===== src/rtl/wr_pkg.sv =====
package wr_pkg;
  typedef logic [23:0] rgb_t;
  localparam rgb_t RGB_BLACK = 24'h000000;
endpackage


===== src/rtl/wr_window_map.sv =====
module wr_window_map #(
  parameter int CW    = 11,
  parameter int X0    = 64,
  parameter int Y0    = 200,
  parameter int WIN_W = 1024,
  parameter int WIN_H = 256,
  parameter int AW    = 10,
  parameter int RW    = 8
) (
  input  logic [CW-1:0] hcnt_i,
  input  logic [CW-1:0] vcnt_i,
  output logic          in_win_o,
  output logic [AW-1:0] col_o,
  output logic [RW-1:0] row_o,
  output logic [AW-1:0] nxt_addr_o
);
  localparam logic [CW-1:0] X_LO = CW'(X0);
  localparam logic [CW-1:0] X_HI = CW'(X0 + WIN_W);
  localparam logic [CW-1:0] Y_LO = CW'(Y0);
  localparam logic [CW-1:0] Y_HI = CW'(Y0 + WIN_H);

  logic [CW-1:0] h_nxt, h_off, v_off, n_off;
  logic          in_x, in_y, in_nx;

  always_comb begin
    h_nxt = hcnt_i + CW'(1);
    h_off = hcnt_i - X_LO;
    v_off = vcnt_i - Y_LO;
    n_off = h_nxt - X_LO;
    in_x  = (hcnt_i >= X_LO) && (hcnt_i < X_HI);
    in_y  = (vcnt_i >= Y_LO) && (vcnt_i < Y_HI);
    in_nx = (h_nxt >= X_LO) && (h_nxt < X_HI);
  end

  assign in_win_o   = in_x && in_y;
  assign col_o      = AW'(h_off);
  assign row_o      = RW'(v_off);
  assign nxt_addr_o = in_nx ? AW'(n_off) : '0;
endmodule


===== src/rtl/wr_grid.sv =====
module wr_grid #(
  parameter int AW   = 10,
  parameter int RW   = 8,
  parameter int CELL = 32,
  parameter int DOT  = 4
) (
  input  logic [AW-1:0] col_i,
  input  logic [RW-1:0] row_i,
  output logic          hit_o
);
  localparam logic [AW-1:0] C_CELL = AW'(CELL - 1);
  localparam logic [AW-1:0] C_DOT  = AW'(DOT - 1);
  localparam logic [RW-1:0] R_CELL = RW'(CELL - 1);
  localparam logic [RW-1:0] R_DOT  = RW'(DOT - 1);

  logic c_line, c_dot, r_line, r_dot;

  always_comb begin
    c_line = (col_i & C_CELL) == '0;
    c_dot  = (col_i & C_DOT)  == '0;
    r_line = (row_i & R_CELL) == '0;
    r_dot  = (row_i & R_DOT)  == '0;
    hit_o  = (r_line && c_dot) || (c_line && r_dot);
  end
endmodule


===== src/rtl/wr_trace.sv =====
module wr_trace #(
  parameter int RW    = 8,
  parameter int SW    = 8,
  parameter int WIN_H = 256
) (
  input  logic          clk_i,
  input  logic          rst_ni,
  input  logic          in_win_i,
  input  logic          first_col_i,
  input  logic [SW-1:0] sample_i,
  input  logic [RW-1:0] row_i,
  output logic          hit_o
);
  localparam logic [SW-1:0] AMAX = SW'(WIN_H - 1);
  localparam logic [RW-1:0] YTOP = RW'(WIN_H - 1);

  logic [RW-1:0] amp, base, lo, hi, y, prev_q;

  always_comb begin
    amp   = (sample_i > AMAX) ? RW'(AMAX) : RW'(sample_i);
    base  = first_col_i ? amp : prev_q;
    lo    = (amp < base) ? amp : base;
    hi    = (amp < base) ? base : amp;
    y     = YTOP - row_i;
    hit_o = in_win_i && (y >= lo) && (y <= hi);
  end

  // remember this column's amplitude for the next column's span
  always_ff @(posedge clk_i or negedge rst_ni) begin
    if (!rst_ni)       prev_q <= '0;
    else if (in_win_i) prev_q <= amp;
  end
endmodule


===== src/rtl/wr_scope_raster.sv =====
module wr_scope_raster
  import wr_pkg::*;
#(
  parameter int   DISP_W    = 1280,
  parameter int   DISP_H    = 720,
  parameter int   CW        = 11,
  parameter int   X0        = 64,
  parameter int   Y0        = 200,
  parameter int   WIN_W     = 1024,
  parameter int   WIN_H     = 256,
  parameter int   CELL      = 32,
  parameter int   DOT       = 4,
  parameter int   SW        = 8,
  parameter rgb_t GRID_RGB  = 24'h808080,
  parameter rgb_t TRACE_RGB = 24'h00ff00
) (
  input  logic                     clk_i,
  input  logic                     rst_ni,
  input  logic [CW-1:0]            hcnt_i,
  input  logic [CW-1:0]            vcnt_i,
  input  logic [23:0]              bg_rgb_i,
  output logic [$clog2(WIN_W)-1:0] smp_addr_o,
  input  logic [SW-1:0]            smp_data_i,
  output logic [23:0]              rgb_o
);
  localparam int AW = $clog2(WIN_W);
  localparam int RW = $clog2(WIN_H);

  if (Y0 + WIN_H >= DISP_H) begin : g_bad_y
    $error("window bottom edge must stay inside the display height");
  end
  if (X0 + WIN_W > DISP_W) begin : g_bad_x
    $error("window right edge exceeds the display width");
  end
  if ((2 ** CW) <= DISP_W || (2 ** CW) < DISP_H) begin : g_bad_cw
    $error("pixel counter width too small for the display");
  end
  if ((CELL & (CELL - 1)) != 0 || (DOT & (DOT - 1)) != 0) begin : g_bad_pitch
    $error("grid cell and dot pitch must be powers of two");
  end
  if (WIN_H > (2 ** SW)) begin : g_bad_sw
    $error("sample width cannot span the window height");
  end

  logic          in_win, grid_hit, trace_hit;
  logic [AW-1:0] col;
  logic [RW-1:0] row;
  rgb_t          rgb_d, rgb_q;

  wr_window_map #(
    .CW(CW), .X0(X0), .Y0(Y0), .WIN_W(WIN_W), .WIN_H(WIN_H), .AW(AW), .RW(RW)
  ) u_map (
    .hcnt_i    (hcnt_i),
    .vcnt_i    (vcnt_i),
    .in_win_o  (in_win),
    .col_o     (col),
    .row_o     (row),
    .nxt_addr_o(smp_addr_o)
  );

  wr_grid #(.AW(AW), .RW(RW), .CELL(CELL), .DOT(DOT)) u_grid (
    .col_i(col),
    .row_i(row),
    .hit_o(grid_hit)
  );

  wr_trace #(.RW(RW), .SW(SW), .WIN_H(WIN_H)) u_trace (
    .clk_i      (clk_i),
    .rst_ni     (rst_ni),
    .in_win_i   (in_win),
    .first_col_i(col == '0),
    .sample_i   (smp_data_i),
    .row_i      (row),
    .hit_o      (trace_hit)
  );

  always_comb begin
    if (!in_win)        rgb_d = bg_rgb_i;
    else if (trace_hit) rgb_d = TRACE_RGB;
    else if (grid_hit)  rgb_d = GRID_RGB;
    else                rgb_d = RGB_BLACK;
  end

  always_ff @(posedge clk_i or negedge rst_ni) begin
    if (!rst_ni) rgb_q <= RGB_BLACK;
    else         rgb_q <= rgb_d;
  end

  assign rgb_o = rgb_q;
endmodule


===== config.mk =====
export PLATFORM = sky130hd
export DESIGN_NAME = wr_scope_raster
export DESIGN_NICKNAME = d
export VERILOG_FILES = /design/src/rtl/wr_pkg.sv /design/src/rtl/wr_window_map.sv /design/src/rtl/wr_grid.sv /design/src/rtl/wr_trace.sv /design/src/rtl/wr_scope_raster.sv
export SDC_FILE = /design/constraint.sdc
export NUM_CORES = 1
export LEC_CHECK = 0
export ABC_AREA = 1
export ABC_CLOCK_PERIOD_IN_PS = 6300
export BUFFER_PORTS_ARGS = -buffer_cell sky130_fd_sc_hd__buf_2
export CAP_MARGIN = 20
export CORE_ASPECT_RATIO = 0.6
export CORE_MARGIN = 3
export CORE_UTILIZATION = 54
export DETAILED_ROUTE_END_ITERATION = 7
export PLACE_DENSITY = 0.91
export REMOVE_ABC_BUFFERS = 1
export SETUP_SLACK_MARGIN = 0.02
export SYNTH_ARGS = -nofsm -noshare
export SYNTH_HDL_FRONTEND = slang
export SYNTH_SLANG_ARGS = --single-unit

===== constraint.sdc =====
create_clock -name clk_i -period 6.3 [get_ports clk_i]
set_input_delay 0.63 -clock clk_i [delete_from_list [all_inputs] [get_ports clk_i]]
set_output_delay 0.63 -clock clk_i [all_outputs]
set_load 0.01 [all_outputs]

After elaboration in Yosys (flattened, before gate mapping)
Index checks and enable logic that the tools add are counted.

Word-level logic and storage cells: 39. Output and inout bits: 34. Flip-flop bits (word level): 32. Memories kept: 0. Bits of input ports: 56. Bits in latches: 0. Memory bits (read-only): 0. Bits in writable memories: 0.

Shifts and indexed selects: 0. Equal/unequal tests: 0. Order comparisons: 10. $mul: 0. $add $sub $neg: 5. Reduce and logical (&&, ||, !) cells: 14. Bitwise gates (word level): 0. Div/mod/pow operators: 0. Multiplexer cells: 8.

Operator list (count): two-way mux 24 bit (3); two-way mux 8 bit (4); logical NOT 10 bit (3); greater-or-equal comparator 11 x 7 -> 1 bit (second input constant) (2); < comparator 11 bit (second input constant) (2); subtractor 10 x 7 -> 10 bit (second input constant) (2); logical NOT 8 bit (2); adder 11 x 1 -> 11 bit (second input constant) (1); greater-or-equal comparator 11 x 8 -> 1 bit (second input constant) (1); < comparator 11 x 9 -> 1 bit (second input constant) (1); two-way mux 10 bit (1); greater-or-equal comparator 8 bit (1); > comparator 8 bit (second input constant) (1); less-or-equal comparator 8 bit (1); logical AND 1 bit (8); < comparator 8 bit (1); subtractor 8 bit (first input constant) (1); subtractor 8 bit (second input constant) (1); logical OR 1 bit (1).

Longest topological paths before layout
Word-level depth: 10. Depth in mapped cells: 29. Gate-level depth less buffers: 28.

Cells and area by module
From an unflattened synthesis, not the netlist that was laid out.

Cell total of the unflattened synthesis: 439. Area total of the unflattened synthesis: 2949.1 µm².

Modules (own cells, without submodules): wr_trace (times used 1, cells an instance 184, area each 1174.9 µm², seq. area each 200.2 µm²); wr_scope_raster (times used 1, cells an instance 86, area each 888.4 µm², seq. area each 600.6 µm²); wr_window_map (times used 1, cells an instance 159, area each 843.3 µm², seq. area each 0.0 µm²); wr_grid (times used 1, cells an instance 10, area each 42.5 µm², seq. area each 0.0 µm²).

Worst setup path after synthesis
No wires, ideal clock.

Kind: input -> register. Start point: input port hcnt_i[0]. End point: register rgb_q[23] (netlist: rgb_o[23]). Arrival: 3.849 ns. Setup time: 0.118 ns. Slack: 2.333 ns. Path buffers: 2. Required time: 6.182 ns. Stages: 25. Cells stage by stage: inv_1 ha_1 inv_1 nor2_1 nand2_1 nor2_1 nand2_2 buf_2 a21oi_1 ha_1 a21oi_1 nor2_1 a211oi_2 clkbuf_1 nand3_1 nand2_1 ha_1 a21oi_1 o21ai_0 nand2_1 o211ai_1 nand2_1 nand3_2 nand2_1 nand2_1.

Cells in the longest elaborated chain, start to end: 10. Elaborated cells between the ends (all ways): 22. Those cells by class: add/sub (1); order compare (5); mux (6); reduce/logical (10).

RTL lines: start: declaration (line wr_scope_raster.sv:19) `input logic [CW-1:0] hcnt_i,`; subtractor 10 x 7 -> 10 bit (line wr_window_map.sv:27) `h_off = hcnt_i - X_LO;`; logical NOT 10 bit (line wr_scope_raster.sv:71) `.first_col_i(col == '0),`; two-way mux 8 bit (line wr_trace.sv:21) `base = first_col_i ? amp : prev_q;`; < comparator 8 bit (line wr_trace.sv:22, wr_trace.sv:23); two-way mux 8 bit (line wr_trace.sv:22) `lo = (amp < base) ? amp : base;`; greater-or-equal comparator 8 bit (line wr_trace.sv:25) `hit_o = in_win_i && (y >= lo) && (y <= hi);`; logical AND 1 bit (2 in a row) (line wr_trace.sv:25); two-way mux 24 bit (line wr_scope_raster.sv:79) `else if (trace_hit) rgb_d = TRACE_RGB;`; two-way mux 24 bit * (line wr_scope_raster.sv:78) `if (!in_win) rgb_d = bg_rgb_i;`; named net rgb_d[23] (line wr_scope_raster.sv:48) `rgb_t rgb_d, rgb_q;`; end signal: assignment (line wr_scope_raster.sv:86) `else rgb_q <= rgb_d;`; end: declaration (line wr_scope_raster.sv:48).

The timed path passes the listed nets; every way through them passes the cells marked *. A chain may end at the register's enable or synchronous reset.

Worst setup path after layout
Start point: input port hcnt_i[0]. End point: register rgb_q[7] (netlist: rgb_o[7]).

The elaborated chain is that of the path after synthesis.

==> summary.md <==
| Metric | Value |
|---|---|
| F_max | `242 MHz` |
| Final net count | `523` |
| Peak supply drop | `around 0.00016 V` |
| Clock Skew | `roughly 0.0029 ns` |
| Crit path required time | `~6.5 ns` |
| Total die area | `about 0.0056 mm^2` |
| Dpl cells | `490` |
| Crit. End Element | `flop` |
| Clock transition at the registers of the reported paths | `0.06 ns` |
| Clk_lat worst skew | `around 0.27 ns` |
| Vias | `between 2,000 and 3,000` |
| Non-Filler Instances | `between 400 and 500` |
| Post CTS Setup Buffer Count | `0` |
| Max stage delay on crit path | `0.33 ns` |
| Fin area | `0.00313 mm^2` |
| Asr flop ratio synth | `1.00` |
| Final setup violation count | `0` |
| CP dominant cell by count | `nand2_1` |
| Final Max Tran Viols | `0` |
| Largest net degree at the start of global routing | `33` |
| DR WL/cell | `roughly 13 um` |
| PwrDens | `approximately 230 mW/mm^2` |
| CP Class | `input port to flop` |
| Root Buffer | `clkbuf_8` |
| IO Port Bufs | `89` |
| Power, Total | `just over 0.0007 W` |
| Leak | `~1.8 nW` |
| Starting Density | `0.589` |
| First-pass DRT Iterations | `5` |
| Post-DRT Antenna Nets | `0` |
| Commonest cells post-synth | `93 x nand2_1, 44 x inv_1, 37 x nor2_1, 32 x dfrtp_1, 29 x ha_1` |
| CTS tree | `done` |
| Critical-path top delay cell | `a21oi_1` |
| Sequential-to-total area share from yosys stat | `0.316` |
| Unique masters post-synth | `30` |
| Synth area leaders | `dfrtp_1 32%, ha_1 14%, nand2_1 14%, inv_1 6.5%, nor2_1 5.5%` |
| FF-to-FF Start | `u_trace.prev_q[5]$_DFFE_PN0P_` |
| H-tree depth | `2` |
| Final hold violations | `0` |
| Area Overhead vs Synth | `23.3%` |
| Hold_buf cts | `0` |
| Status | `complete, no violations` |
| Core box area | `0.00430 mm^2` |
| EDFF count, synth | `0` |
| Most common cell in the netlist | `nand2_1` |
| CP Launch Point | `hcnt_i[0]` |
| Post-synth top area share | `0.316` |
| CTS max path bufs | `2` |
| Total Routing Usage GR | `0.232` |
| Yosys top cell by area | `dfrtp_1` |
| Post-route DRC | `0` |
| Total clock sinks | `32` |
| Period utilization | `0.655` |
| Max Cap Viol | `0` |
| GPL Wtd Cong | `about 0.9` |
| Die Span Y | `~59 um` |
| Arrival time at the worst endpoint | `~4.3 ns` |
| Initial DRC Count | `roughly 180` |
| #FFs+latches synth | `32` |
| Initial antenna violation count | `0` |
| Share of layout cells above drive strength 1 | `0.272` |
| Io pins | `90` |
| Syn_area_per_cell | `7.31 um^2` |
| Post_cts resized | `0` |
| Worst Max-Slew Pin Slew | `0.675 ns` |
| Final wirelength | `6330 um` |
| RSZ-0062 raised after global routing | `no` |
| CTS Buf Count | `5` |
| Worst min path class | `input port to async pin` |
| GR Overflow Total | `0` |
| Max-Slew Margin vs Limit | `0.550` |
| YS warnings | `0` |
| Crit-path max FO | `17` |
| Dominant synthesized flop cell | `dfrtp_1` |
| Placed Area | `0.00302 mm^2` |
| First-pass GRT wire length | `approximately 10,000 um` |
| Shortest period the worst path allows | `4.13 ns` |
| Vias in the first global route | `2,362` |
| DR vias/cell | `approximately 5` |
| Cell area after synthesis | `approximately 0.0025 mm^2` |
| Fin Setup TNS | `0 ns` |
| Final HPWL DP | `between 5000 and 6000 um` |
| Width of the die | `~94 um` |
| Diode count | `0` |
| Startpoint types | `input port` |
| Mapped Cells | `around 350` |
| Site Rows | `18` |
## layout by cell type, fill, tap and decap left out, drive strengths merged
| cell type | n |
|---|---|
| nand4 | 4 |
| a21boi | 3 |
| nand3 | 26 |
| buf | 91 |
| nor3 | 1 |
| or2 | 3 |
| inv | 46 |
| xnor2 | 4 |
| nand2 | 99 |
| dfrtp | 32 |
| a211oi | 1 |
| clkbuf | 7 |
| o21ai | 12 |
| a21oi | 25 |
| o2111ai | 1 |
| nor2 | 41 |
| nand3b | 1 |
| ha | 29 |
| xor2 | 11 |
| o211ai | 1 |
## worst max-delay path: cells and delay by family
kind,cells,cell delay [ns]
compound gates,6,0.99
simple gates,13,1.41
fa+ha+maj,3,0.77
buf+inv,4,0.49
## cells by family (layout without fill, tap and decap cells)
| family | after synthesis | in the layout | share of synthesized area |
|---|---|---|---|
| adders and majority gates | 29 | 29 | 0.143 |
| buffers and inverters | 53 | 144 | 0.0839 |
| and+or+nand+nor | 175 | 175 | 0.305 |
| DFF | 32 | 32 | 0.316 |
| xor gates and xnor gates | 15 | 15 | 0.0577 |
| AOI/OAI and AO/OA | 43 | 43 | 0.0948 |
## sequential cells by signal (all words and copies together), names as in the netlist
signal,cells
rgb_o,24
u_trace.prev_q,8
## worst paths after layout
path                                                 endpoint  slack, ns  cells after the start
max in group asynchronous                 rgb_o[21]$_DFF_PN0_       5.47                      1
worst min-delay path                      rgb_o[11]$_DFF_PN0_       0.39                      1
worst max-delay path                       rgb_o[7]$_DFF_PN0_       2.17                     26
worst min register to register  u_trace.prev_q[2]$_DFFE_PN0P_       0.49                      2
min in group clk_i              u_trace.prev_q[2]$_DFFE_PN0P_       0.49                      2
worst max register to register             rgb_o[7]$_DFF_PN0_       3.13                     18
## power breakdown
group / leakage, nW / switching, W / internal (W) / total (W)
registers: 0.384 / 0.00000974 / 0.000228 / 0.000238
logic: 1.37 / 0.000193 / 0.000128 / 0.000320
clock network: 0.0503 / 0.0000661 / 0.0000971 / 0.000163
## layer usage
layer | share of wire | vias up | GRT usage
li1 | - | 1283 | -
met3 | 0.082 | 2 | 0.0596
met2 | 0.46 | 92 | 0.387
met1 | 0.45 | 1128 | 0.321
met5 | 0 | - | 0
met4 | 0.0013 | 0 | 0.0205
## final cells by class
type,instances,area [um^2]
Inverter,46,173
Tap cell,60,75.1
Multi-Input combinational cell,262,1520
Sequential cell,32,801
Fill cell,355,1170
Clock buffer,7,96.3
Timing Repair Buffer,91,460
## per-stage QoR
step                setup WS, ns  hold slack [ns]   util
floorplan                   2.26            0.334      -
global placement            1.60            0.473  0.703
detailed placement          1.40            0.479  0.703
CTS                         1.66            0.408  0.725
global route                1.81            0.443  0.727
finish                      2.17            0.392  0.727
No activity file was read; power rests on OpenSTA's default activity.
